**config.mk**
```make
export PLATFORM = sky130hd
export DESIGN_NAME = sr_guard
export DESIGN_NICKNAME = d
export VERILOG_FILES = /design/src/rtl/sg_pkg.sv /design/src/rtl/sg_wel.sv /design/src/rtl/sg_nvreg.sv /design/src/rtl/sg_wrgate.sv /design/src/rtl/sg_statview.sv /design/src/rtl/sr_guard.sv
export SDC_FILE = /design/constraint.sdc
export NUM_CORES = 1
export LEC_CHECK = 0
export BUFFER_PORTS_ARGS = -buffer_cell sky130_fd_sc_hd__buf_2
export CAP_MARGIN = 10
export CORE_MARGIN = 2
export CORE_UTILIZATION = 41
export CTS_CLUSTER_DIAMETER = 30
export DETAILED_ROUTE_END_ITERATION = 7
export GPL_ROUTABILITY_DRIVEN = 0
export GPL_TIMING_DRIVEN = 0
export HOLD_SLACK_MARGIN = 0.08
export MAX_ROUTING_LAYER = met4
export PLACE_DENSITY = 0.84
export SLEW_MARGIN = 20
export SYNTH_ARGS = -nofsm -noshare
export SYNTH_HDL_FRONTEND = slang
export SYNTH_HIERARCHICAL = 1
export SYNTH_SLANG_ARGS = --single-unit
```
**constraint.sdc**
```tcl
create_clock -name clk -period 1.4 [get_ports clk]
set_input_delay 0 -clock clk [delete_from_list [all_inputs] [get_ports clk]]
set_output_delay 0 -clock clk [all_outputs]
set_load 0.01 [all_outputs]
```
**src/rtl/sg_pkg.sv**
```systemverilog
package sg_pkg;
  localparam int SR_W        = 8;
  localparam int POS_LOCK_EN = 7;
  localparam int POS_BP_HI   = 3;
  localparam int POS_BP_LO   = 2;
  localparam int POS_WEL     = 1;
  localparam int POS_BUSY    = 0;

  typedef enum logic [1:0] {
    BP_NONE    = 2'b00,
    BP_QUARTER = 2'b01,
    BP_HALF    = 2'b10,
    BP_ALL     = 2'b11
  } bp_code_e;

  typedef struct packed {
    logic     lock_en;
    bp_code_e bp;
  } nv_bits_t;
endpackage

```
**src/rtl/sg_wel.sv**
```systemverilog
module sg_wel (
  input  logic clk,
  input  logic rst,
  input  logic busy,
  input  logic set_req,
  input  logic clr_req,
  input  logic kill_req,
  output logic wel
);
  logic busy_q;
  logic busy_end;

  assign busy_end = busy_q & ~busy;

  always_ff @(posedge clk) begin
    if (rst) begin
      busy_q <= 1'b0;
      wel    <= 1'b0;
    end else begin
      busy_q <= busy;
      if (busy_end || kill_req || (clr_req && !busy))
        wel <= 1'b0;
      else if (set_req && !busy)
        wel <= 1'b1;
    end
  end

  // a clear request outside busy always leaves the latch at 0
  assert_clear_wins_R3: assert property (@(posedge clk) disable iff (rst)
    (clr_req && !busy) |=> !wel);
  // a protected-range rejection drops the latch
  assert_kill_drops_R10: assert property (@(posedge clk) disable iff (rst)
    kill_req |=> !wel);
  // the latch cannot rise while a cycle runs
  assert_no_rise_busy_R11: assert property (@(posedge clk) disable iff (rst)
    (busy && !wel) |=> !wel);
endmodule

```
**src/rtl/sg_nvreg.sv**
```systemverilog
module sg_nvreg
  import sg_pkg::*;
(
  input  logic     clk,
  input  logic     rst,
  input  logic     busy,
  input  logic     lock,
  input  logic     wel,
  input  logic     stage,
  input  logic     stage_lock_en,
  input  logic [1:0] stage_bp,
  input  logic     commit,
  output nv_bits_t nv,
  output logic     go
);
  logic     pend_q;
  nv_bits_t pend_val;
  logic     accept;

  assign accept = commit && pend_q && wel && !lock && !busy;

  always_ff @(posedge clk) begin
    if (rst) begin
      pend_q   <= 1'b0;
      pend_val <= '0;
      nv       <= '0;
      go       <= 1'b0;
    end else begin
      go <= accept;
      if (accept)
        nv <= pend_val;
      if (lock || commit || busy)
        pend_q <= 1'b0;
      else if (stage) begin
        pend_q   <= 1'b1;
        pend_val <= '{lock_en: stage_lock_en, bp: bp_code_e'(stage_bp)};
      end
    end
  end

  // the nonvolatile bits move only together with a grant
  assert_nv_only_on_go_R5: assert property (@(posedge clk) disable iff (rst)
    !$stable(nv) |-> go);
  // a grant implies latch set and no lock in the commit cycle
  assert_go_needs_wel_R6: assert property (@(posedge clk) disable iff (rst)
    go |-> $past(wel && !lock && !busy));
  // an active lock always discards the staged value
  assert_lock_cancels_R7: assert property (@(posedge clk) disable iff (rst)
    lock |=> !pend_q);
endmodule

```
**src/rtl/sg_wrgate.sv**
```systemverilog
module sg_wrgate
  import sg_pkg::*;
#(
  parameter int ADDR_W = 17
) (
  input  logic              clk,
  input  logic              rst,
  input  logic              busy,
  input  logic              wel,
  input  bp_code_e          bp,
  input  logic              req,
  input  logic [ADDR_W-1:0] addr,
  output logic              kill,
  output logic              go,
  output logic              deny
);
  localparam logic [ADDR_W-1:0] HALF_BASE = ADDR_W'(1) << (ADDR_W - 1);
  localparam logic [ADDR_W-1:0] QTR_BASE  = ADDR_W'(3) << (ADDR_W - 2);

  logic in_fence;
  logic live;

  always_comb begin
    unique case (bp)
      BP_NONE:    in_fence = 1'b0;
      BP_QUARTER: in_fence = (addr >= QTR_BASE);
      BP_HALF:    in_fence = (addr >= HALF_BASE);
      default:    in_fence = 1'b1;
    endcase
  end

  assign live = req && !busy;
  assign kill = live && wel && in_fence;

  always_ff @(posedge clk) begin
    if (rst) begin
      go   <= 1'b0;
      deny <= 1'b0;
    end else begin
      go   <= live && wel && !in_fence;
      deny <= live && (!wel || in_fence);
    end
  end

  // grant only with the latch set
  assert_go_needs_wel_R9: assert property (@(posedge clk) disable iff (rst)
    go |-> $past(wel));
  // grant and refusal are exclusive
  assert_go_xor_deny_R8: assert property (@(posedge clk) disable iff (rst)
    !(go && deny));
  // no answer of any kind to a request made while busy
  assert_quiet_busy_R11: assert property (@(posedge clk) disable iff (rst)
    (go || deny) |-> $past(req && !busy));
endmodule

```
**src/rtl/sg_statview.sv**
```systemverilog
module sg_statview
  import sg_pkg::*;
(
  input  logic            clk,
  input  logic            rst,
  input  logic            busy,
  input  nv_bits_t        nv,
  input  logic            wel,
  output logic [SR_W-1:0] stat
);
  logic [SR_W-1:0] idle_view;

  always_comb begin
    idle_view              = '0;
    idle_view[POS_LOCK_EN] = nv.lock_en;
    idle_view[POS_BP_HI]   = nv.bp[1];
    idle_view[POS_BP_LO]   = nv.bp[0];
    idle_view[POS_WEL]     = wel;
    idle_view[POS_BUSY]    = 1'b0;
  end

  always_ff @(posedge clk) begin
    if (rst)
      stat <= '0;
    else
      stat <= busy ? '1 : idle_view;
  end

  // busy forces an all-ones view on the next clock
  assert_busy_ones_R2: assert property (@(posedge clk) disable iff (rst)
    busy |=> (stat == '1));
  // idle view keeps the unused bits at zero
  assert_idle_zero_R2: assert property (@(posedge clk) disable iff (rst)
    !busy |=> (stat[6:4] == 3'b000 && stat[POS_BUSY] == 1'b0));
endmodule

```
**src/rtl/sr_guard.sv**
```systemverilog
module sr_guard
  import sg_pkg::*;
#(
  parameter int ADDR_W = 17
) (
  input  logic              clk,
  input  logic              rst,
  input  logic              hw_guard_n,
  input  logic              busy_in,
  input  logic              set_wel,
  input  logic              clr_wel,
  input  logic              sr_stage,
  input  logic              sr_new_lock_en,
  input  logic [1:0]        sr_new_bp,
  input  logic              sr_commit,
  input  logic              wr_req,
  input  logic [ADDR_W-1:0] wr_addr,
  output logic              sr_go,
  output logic              wr_go,
  output logic              wr_deny,
  output logic [7:0]        stat_byte
);
  nv_bits_t nv;
  logic     wel;
  logic     lock;
  logic     kill;

  assign lock = nv.lock_en && !hw_guard_n;

  sg_wel u_wel (
    .clk      (clk),
    .rst      (rst),
    .busy     (busy_in),
    .set_req  (set_wel),
    .clr_req  (clr_wel),
    .kill_req (kill),
    .wel      (wel)
  );

  sg_nvreg u_nvreg (
    .clk           (clk),
    .rst           (rst),
    .busy          (busy_in),
    .lock          (lock),
    .wel           (wel),
    .stage         (sr_stage),
    .stage_lock_en (sr_new_lock_en),
    .stage_bp      (sr_new_bp),
    .commit        (sr_commit),
    .nv            (nv),
    .go            (sr_go)
  );

  sg_wrgate #(.ADDR_W(ADDR_W)) u_wrgate (
    .clk  (clk),
    .rst  (rst),
    .busy (busy_in),
    .wel  (wel),
    .bp   (nv.bp),
    .req  (wr_req),
    .addr (wr_addr),
    .kill (kill),
    .go   (wr_go),
    .deny (wr_deny)
  );

  sg_statview u_statview (
    .clk  (clk),
    .rst  (rst),
    .busy (busy_in),
    .nv   (nv),
    .wel  (wel),
    .stat (stat_byte)
  );

  // only one grant kind at a time
  assert_one_grant_R1: assert property (@(posedge clk) disable iff (rst)
    !(sr_go && wr_go));
endmodule

```
* After elaboration in Yosys (flattened, before gate mapping) *
Index checks and enable logic that the tools add are counted.

storage, ports and cells
  RAM bits = 0
  register bits = 20
  memory bits (read-only) = 0
  output and inout bits = 11
  latch bits = 0
  memories kept = 0

operators by class
  multiply operators = 0
  reduce and logical (&&, ||, !) cells = 26
  mux-type cells = 2
  $lt $le $gt $ge = 2
  shift operators = 0
  eq/ne operators = 2
  $add $sub $neg = 0
  divide/modulo/power cells = 0
  bitwise logic cells = 3

operator list
  kind                    count
  $ge A17 B17 Y1 const B  2
  $logic_and A1 B1 Y1     12
  $mux W8                 1
  $logic_not A1 Y1        5
  $logic_or A1 B1 Y1      5
  $reduce_or A2 Y1        2
  $pmux W1 S3             1
  $eq A2 B1 Y1 const B    1
  $eq A2 B2 Y1 const B    1
  $logic_not A2 Y1        1
  $not A1 Y1              2
  $reduce_and A2 Y1       1
  $and A1 B1 Y1           1

* Depth between registers and ports, before layout *
Gate-level depths: netlist of run 1.

  depth after elaboration = 7
  gate-level depth with buffers = 4
  depth with buffers taken out = 4

* Modules after synthesis *
The synthesis of run 1 kept the hierarchy.

modules (own cells, without submodules)
  module       cells an instance  area each (um2)  seq. area each (um2)  instances
  sg_nvreg     31                 327.8            160.2                 1
  sg_statview  13                 168.9            100.1                 1
  sg_wrgate    10                 93.8             40.0                  1
  sg_wel       7                  71.3             40.0                  1
  sr_guard     1                  13.8             0.0                   1

* Worst setup path before layout of run 1 *
No wires, ideal clock.

  path kind = register -> register
  start point = register u_nvreg/nv[2] (netlist name)
  end point = register u_nvreg/nv[0] (netlist name)
  path slack = 0.356 ns
  buffers on the path = 0
  arrival = 0.973 ns
  stages on the path, launching flop included = 5
  cells stage by stage = dfxtp_1 > nor2b_4 > nor2_1 > and4_1 > mux2i_1

between the ends
  cells in the longest elaborated chain, start to end = 4

RTL lines
  element                            RTL line        RTL
  $logic_and A1 B1 Y1                sr_guard.sv:28  assign lock = nv.lock_en && !hw_guard_n;
  net lock                           sr_guard.sv:25  logic lock;
  $logic_not A1 Y1                   sg_nvreg.sv:20  assign accept = commit && pend_q && wel && !lock && !busy;
  $logic_and A1 B1 Y1 (2 in series)  sg_nvreg.sv:20

The timed path passes the listed nets, and every way through them passes these cells.
A chain may end at the register's enable or synchronous reset.

* Worst setup path in the final report of run 1 *
  start point = register u_nvreg/nv[0] (netlist name)
  end point = register u_wrgate.deny

between the ends
  cells in the longest elaborated chain, start to end = 4
  elaborated cells between the ends (all ways) = 6
  classes of those cells = eq/ne: 2; mux: 1; reduce/logical: 3

RTL lines
  element                               RTL line         RTL
  $eq A2 B2 Y1 (tied with other cells)  sg_wrgate.sv:24  unique case (bp)
  $pmux W1 S3 *                         sg_wrgate.sv:24
  $logic_or A1 B1 Y1 *                  sg_wrgate.sv:41  deny <= live && (!wel || in_fence);
  $logic_and A1 B1 Y1 *                 sg_wrgate.sv:41
  to (signal assigned)                  sg_wrgate.sv:41
  to (decl)                             sg_wrgate.sv:15  output logic deny

Every way passes the cells marked *; elsewhere a longest branch is shown, timed or not.

==> metrics, run 1 <==
worst-path maximum fanout=4; dpl cells=102; RSZ-0062 raised after global routing=false; worst reg2reg endpoint=u_wrgate/deny; Clock transition at path regs=0.09 ns; DP Worst Slack=0.273 ns; GRT busiest layer=met2; Yosys warnings=6; Setup crit end kind=flip-flop; total track usage=14.9%; worst-skew pair later-pin latency=0.28 ns; NetSw=0.199 mW; Worst Clk Skew=0.00208 ns; Max-cap violations=0; Die Y-Extent=44.6 um; Die Wd=44.6 um; Synth Flop Type=dfxtp_1; syn avg cell area=10.9 um^2; post-route setup TNS=0 ns; Yosys top cell area share=50.4%; cell at the root of the clock tree=clkbuf_4; most common cell after layout, fill and taps aside=buf_2; Vias/cell=4.73; share of cells above drive strength 1=33.3%; GR Layer Usage met3=2.45%; reg2reg start=u_nvreg/nv[0]; Mapped Area=676 um^2; Hold Path End=u_wel/wel; Setup Buffers After CTS=0; Synth Instances=62; CP Class=flip-flop to flip-flop; Area Growth Syn to Fin=42.6%; final wirelength=1370 um; internal cell power=0.679 mW; Logic pwr share=13.2%; post-synthesis sequential area ratio=50.4%; PD cells=912 nW/um^2; syn_nets=91; met2 usage=25.2%; Core Util, Final=63.2%; H-tree depth=1; Clock Path Buffers=2; slew margin rel.=77.2%; Max VDD drop=483 uV; DRT Pass-1 Iters=3; GRT overflow=0; final non-filler cell total=118; Netlist cell types=23; Initial Util=44.3%; most frequent cells in the layout=buf_2, dfxtp_1, dlygate4sd3_1, nand2b_1, nor2_1; DRT iter0 DRCs=5; # nets final=132; Slew @ Worst Pin=0.340 ns; #FFs+latches synth=17; Post-synth EDFFs=0; reg2reg setup slack=0.11 ns; wire per inst=11.6 um; M1 GR Usage=16.2%; status=finished clean; final total power=0.878 mW; Hold Path Cell Cnt=3; Max Fclk=777 MHz; # setup viols final=0; Fill cells=133; diode count=0; Final WS setup=0.112 ns; clock share of power=29.1%; class of the tightest hold or removal check=input port to flip-flop; core footprint=1520 um^2; Worst Path Required=1.61 ns; number of global-route vias before repair=502; drt drc=0; top cells by area, synth=dfxtp_1, o21ba_1, nand2b_1; hold path start=set_wel; via count=558; IO Pins=40; fin crit share=92.0%; clk sinks=17; Port Buf Inserts=24; crit path DAT=1.50 ns; CTS tree=done; Routed Antenna Nets=0; Die ar.=1990 um^2; Yosys top cell by area=dfxtp_1; initial antenna violation count=0; FF-to-FF path depth=3; final instance area=963 um^2; final hold violations=0; dpl cell area=816 um^2; startpoint types=flip-flop; Final min period=1.29 ns; hold slack=0.111 ns; first-pass GRT wire length=2050 um; largest net degree at the start of global routing=13; row count=14; Slew Viols, Final=0; total CTS buffers=3; Pleak=0.439 nW; sequential share of power=57.7%; asr flop ratio synth=0%; Sw Share=22.7%
[cell type report]
type / instances / area, um^2 / share of cell area [%]
buffer: 4 / 26.3 / 2.73
multi-input combinational: 40 / 305 / 31.7
timing repair buffer: 36 / 240 / 24.9
sequential: 17 / 342 / 35.5
clock buffer: 4 / 26.3 / 2.73
inverter: 1 / 3.75 / 0.390
tap: 16 / 20.0 / 2.08
[power by group through the flow]
stage / registers [mW] / clock network, mW / logic, mW
2_1_floorplan: 0.523 / 0 / 0.0402
3_5_place_dp: 0.518 / 0 / 0.0919
5_1_grt: 0.509 / 0.283 / 0.126
3_3_place_gp: 0.517 / 0 / 0.0889
6_report: 0.507 / 0.255 / 0.116
4_1_cts: 0.507 / 0.264 / 0.115
[sequential cells by signal, indices dropped and copies added (netlist names)]
signal and flops:
u_statview/stat 5, u_nvreg/nv 3, u_nvreg/pend_val 3, u_nvreg/go 1, u_nvreg/pend_q 1, u_wel/busy_q 1
u_wel/wel 1, u_wrgate/deny 1, u_wrgate/go 1
[Yosys cell counts (3+ instances only)]
master and count:
buf_4 3, nand2b_1 6, dfxtp_1 17, o21ba_1 4, mux2i_1 3, nand3b_1 4
nor2_1 5, o21ai_0 3, nor2b_1 3
[how the worst max path moves through the flow]
stage	startpoint	endpoint	slack [ns]	depth (start not counted)
floorplan	u_nvreg/nv[2]	u_nvreg/nv[0]	0.36	4
global placement	u_nvreg/nv[2]	u_nvreg/nv[0]	0.31	4
detailed placement	u_nvreg/nv[2]	u_nvreg/nv[1]	0.27	4
CTS	u_nvreg/nv[0]	u_wrgate/deny	0.08	3
global route	u_nvreg/nv[0]	u_wrgate/deny	0.03	3
finish	u_nvreg/nv[0]	u_wrgate/deny	0.11	3
[timing repair]
action | CTS | global route
endpoints found under the hold margin | 9 | 0
endpoints found under the setup margin | 0 | 1
hold buffers | 12 | 0
resized for setup | 0 | 1
[worst max-delay path: stages (launching register included)]
cell and delay [ns]:
dfxtp_2 0.36, nand3_1 0.10, dlygate4sd3_1 0.58, a31oi_1 0.18
[metal layers]
| layer | share of wire, % | vias up |
|---|---|---|
| met5 | 0 | - |
| met4 | 0.80 | 0 |
| met3 | 5.3 | 2 |
| met2 | 49 | 19 |
| met1 | 45 | 241 |
| li1 | - | 296 |
[kinds of logic after synthesis]
group	count (synthesis)	share of synthesized area, %
multiplexers	3	4.44
flip-flops	17	50.4
buffers and inverters	5	4.44
AO/OA/AOI/OAI	11	12.2
AND/OR/NAND/NOR	26	28.5
(Power assumes the default switching activity.)
==> run 2, diff against run 1 <==
- PLACE_DENSITY: 0.84 -> not set
- PLACE_DENSITY_LB_ADDON: not set -> 0.1
==> run 2 against run 1 <==
Compared with the run above: total power shrank 1.1%; count of clock-buffer cells in the layout is the same; worst hold slack gained 0.0046 ns; critical endpoint unchanged.
==> metrics, run 2 (synthesis gave the netlist of run 1 again) <==
DRT Pass-1 Iters=4; wire per inst=10.7 um; Area Growth Syn to Fin=42.4%; Initial Util=44.3%; Vias/cell=4.68; Core Util, Final=63.1%; largest net degree at the start of global routing=13; Setup crit end kind=flip-flop; Largest register FFs=5; DRT iter0 DRCs=4; CP Class=flip-flop to flip-flop; Final min period=1.27 ns; Worst Path Required=1.62 ns; Die Wd=44.6 um; CTS tree=done; Clock transition at path regs=0.09 ns; Slew Viols, Final=0; via count=552; Max-cap violations=0; largest registers=u_statview/stat x5, u_nvreg/nv x3, u_nvreg/pend_val x3; Largest Register=u_statview/stat; final wirelength=1260 um; worst-path maximum fanout=4; H-tree depth=1; class of the tightest hold or removal check=input port to flip-flop; number of global-route vias before repair=465; fin crit share=90.6%; startpoint types=flip-flop; total CTS buffers=3; initial antenna violation count=0; storage element area=340 um^2; Port Buf Inserts=24; slew margin rel.=76.0%; diode count=0; Die ar.=1990 um^2; dpl cell area=816 um^2; Slew @ Worst Pin=0.360 ns; dpl cells=102; area of the multi-input gates=305 um^2; post-route setup TNS=0 ns; most common cell after layout, fill and taps aside=buf_2; hold path start=set_wel; final non-filler cell total=118; row count=14; Fill cells=142; total track usage=15.1%; Die Y-Extent=44.6 um; GRT overflow=0; Setup crit start=u_nvreg/nv[0]; final hold violations=0; most frequent cells in the layout=buf_2, dfxtp_1, dlygate4sd3_1, nand2b_1, nor2_1; # setup viols final=0; clk sinks=17; core footprint=1520 um^2; Max Fclk=789 MHz; share of cells above drive strength 1=32.4%; Pleak=0.439 nW; # nets final=132; cell at the root of the clock tree=clkbuf_4; reg2reg start=u_nvreg/nv[0]; Clock Path Buffers=2; drt drc=0; Routed Antenna Nets=0; Max VDD drop=734 uV; Worst Clk Skew=0.00564 ns; IO Pins=40; first-pass GRT wire length=2030 um; PD cells=903 nW/um^2; status=finished clean; final instance area=962 um^2; crit path DAT=1.49 ns; RSZ-0062 raised after global routing=false; worst-skew pair later-pin latency=0.28 ns; DP Wirelength=868 um
-- run 2: cell counts in the layout (fill, tap and decap cells not counted) --
No cell type changed its count.
-- run 2: path summary, 6_finish.rpt --
| kind | to | slack, ns | depth (start not counted) |
|---|---|---|---|
| worst min register to register | u_nvreg/pend_val[0] | 0.48 | 2 |
| worst max-delay path | u_wrgate/deny | 0.13 | 3 |
| worst min-delay path | u_wel/wel | 0.12 | 3 |
| worst max register to register | u_wrgate/deny | 0.13 | 3 |
-- run 2: timing repair --
item                                   CTS  global route
setup buffers                            0             0
endpoints found under the hold margin   13             0
hold buffers                            12             0
resized for setup                        0             0
-- run 2: metrics by stage --
stage                     setup WS, ns  hold WS, ns  power [mW]
after global routing            0.0625        0.134       0.925
after global placement           0.293        0.228       0.607
after detailed placement         0.254        0.235       0.610
after floorplan                  0.356       0.0716       0.563
final                            0.132        0.115       0.869
after CTS                        0.135        0.103       0.885
-- run 2: metal layers --
layer  track usage, %  up-vias  part of all wire (%)
li1                 -      300                     -
met1             17.7      238                    49
met2             22.0       12                    46
met3             3.67        2                   3.7
met4             10.9        0                   1.3
met5                -        -                     0
-- run 2: worst max-delay path: stages (launching register included) --
cell           delay (ns)
dfxtp_1              0.37
nand3_1              0.11
dlygate4sd3_1        0.58
a31oi_1              0.15
-- run 2: layout make-up --
cell class / instances / share of cell area, %
Sequential cell: 17 / 35.4
Multi-Input combinational cell: 40 / 31.7
Timing Repair Buffer: 36 / 25.0
Clock buffer: 4 / 2.73
Buffer: 4 / 2.73
Tap cell: 16 / 2.08
Inverter: 1 / 0.390
-- run 2: where the power goes --
part | leakage, nW | internal (mW) | total, mW | switching, mW
registers | 0.139 | 0.500 | 0.507 | 0.00740
logic | 0.284 | 0.0691 | 0.114 | 0.0451
clock network | 0.0150 | 0.110 | 0.247 | 0.137
==> run 3, diff against run 2 <==
- CORE_UTILIZATION: 41 -> 25
- CTS_BUF_LIST: not set -> sky130_fd_sc_hd__clkbuf_4
- SKIP_LAST_GASP: not set -> 1
==> run 3 against run 2 <==
Compared with the run above: sequential cell count did not move; non-clock buffer count did not move; fmax rose by 1.7%; count of clock-buffer cells in the layout did not move; critical path type unchanged; highest routed layer unchanged.
==> metrics, run 3 (synthesis gave the netlist of run 1 again) <==
drt drc=0; CP Class=flip-flop to flip-flop; total CTS buffers=3; Die ar.=3130 um^2; crit path DAT=1.47 ns; Area Growth Syn to Fin=45.7%; IO Pins=40; Die Y-Extent=56.0 um; number of global-route vias before repair=543; DP Wirelength=957 um; Hold Path Cell Cnt=3; Vias/cell=4.37; clk sinks=17; share of cells above drive strength 1=34.3%; Max-cap violations=0; reg2reg setup slack=0.15 ns; Clock Path Buffers=2; hold path start=set_wel; PD cells=921 nW/um^2; FF-to-FF path depth=3; most frequent cells in the layout=buf_2, dfxtp_1, dlygate4sd3_1, nand2b_1, nor2_1; Pleak=0.442 nW; total track usage=10.6%; Final min period=1.25 ns; final hold violations=0; Routed Antenna Nets=0; via count=577; worst reg2reg endpoint=u_wrgate/deny; Clock transition at path regs=0.10 ns; CTS tree=done; Max Fclk=802 MHz; slew margin rel.=76.5%; hold slack=0.0991 ns; status=finished clean; diode count=0; Max VDD drop=601 uV; DRT iter0 DRCs=6; cell at the root of the clock tree=clkbuf_4; largest net degree at the start of global routing=13; class of the tightest hold or removal check=input port to flip-flop; Worst Clk Skew=0.00182 ns; core footprint=2520 um^2; H-tree depth=1; initial antenna violation count=0; # nets final=132; Slew Viols, Final=0; first-pass GRT wire length=2480 um; Largest Register=u_statview/stat; Die Wd=56.0 um; DRT Pass-1 Iters=4; row count=18; Hold Path End=u_wel/wel; post-route setup TNS=0 ns; Port Buf Inserts=24; largest registers=u_statview/stat x5, u_nvreg/nv x3, u_nvreg/pend_val x3; Slew @ Worst Pin=0.351 ns; reg2reg start=u_nvreg/nv[0]; # setup viols final=0; startpoint types=flip-flop; most common cell after layout, fill and taps aside=buf_2; wire length on met1=653 um; met2 WL=596 um; RSZ-0062 raised after global routing=false; top layer in use=met4; worst-skew pair later-pin latency=0.29 ns; worst-path maximum fanout=4; Largest register FFs=5; GRT overflow=0; Worst Path Required=1.63 ns; met3 WL=125 um; Setup crit end kind=flip-flop; Setup Buffers After CTS=0; Fill cells=273; final wirelength=1390 um; Setup crit start=u_nvreg/nv[0]; wire per inst=10.6 um; fin crit share=89.1%; Initial Util=26.8%
==> run 3: cell count changes in the layout (fill, tap and decap cells not counted) <==
cell      change
clkbuf_1      -1
clkbuf_4      +1
dfxtp_1       -1
dfxtp_2       +1
==> run 3: final cells by class <==
type	instances	area, um^2	share of cell area (%)
Clock buffer	4	30.0	3.05
Timing Repair Buffer	36	240	24.4
Buffer	4	26.3	2.67
Inverter	1	3.75	0.381
Tap cell	30	37.5	3.81
Sequential cell	17	342	34.7
Multi-Input combinational cell	40	305	31.0
==> run 3: worst max-delay path by stage <==
stage / end / slack (ns) / depth (start not counted)
final: u_wrgate/deny / 0.15 / 3
after floorplan: u_nvreg/nv[0] / 0.36 / 4
after global placement: u_nvreg/nv[1] / 0.28 / 4
after CTS: u_wrgate/deny / 0.10 / 3
after detailed placement: u_nvreg/nv[0] / 0.28 / 4
after global routing: u_wrgate/deny / 0.05 / 3
==> run 3: power breakdown <==
part           internal (mW)  total [mW]  leakage [nW]  switching [mW]
Sequential             0.500       0.507         0.140         0.00730
Combinational         0.0691       0.114         0.284          0.0449
Clock                  0.130       0.286        0.0184           0.155
Total                  0.699       0.906         0.442           0.207
==> run 3: per-stage QoR <==
stage               instances  util [%]  setup slack (ns)  total power, mW  cell area, um^2
detailed placement        116      33.0             0.281            0.611              833
floorplan                  62         -             0.356            0.563              676
global route              132      39.0            0.0472            0.950              985
CTS                       132      39.0             0.101            0.921              983
global placement          116      33.0             0.282            0.610              833
finish                    132      39.0             0.153            0.906              985
==> run 3: repair_timing <==
item	CTS	global route
gates resized for setup	0	1
hold buffers	12	0
hold endpoints to repair	9	0
endpoints found under the setup margin	0	1
==> run 3: critical path, stage by stage (launching register included) <==
cell and delay, ns:
dfxtp_2 0.37, nand3_1 0.10, dlygate4sd3_1 0.57, a31oi_1 0.15
==> run 3: routing by layer <==
metal / global-route usage (%) / up-vias
li1: - / 296
met1: 13.3 / 253
met2: 14.6 / 26
met3: 5.12 / 2
met4: 4.08 / 0
met5: - / -
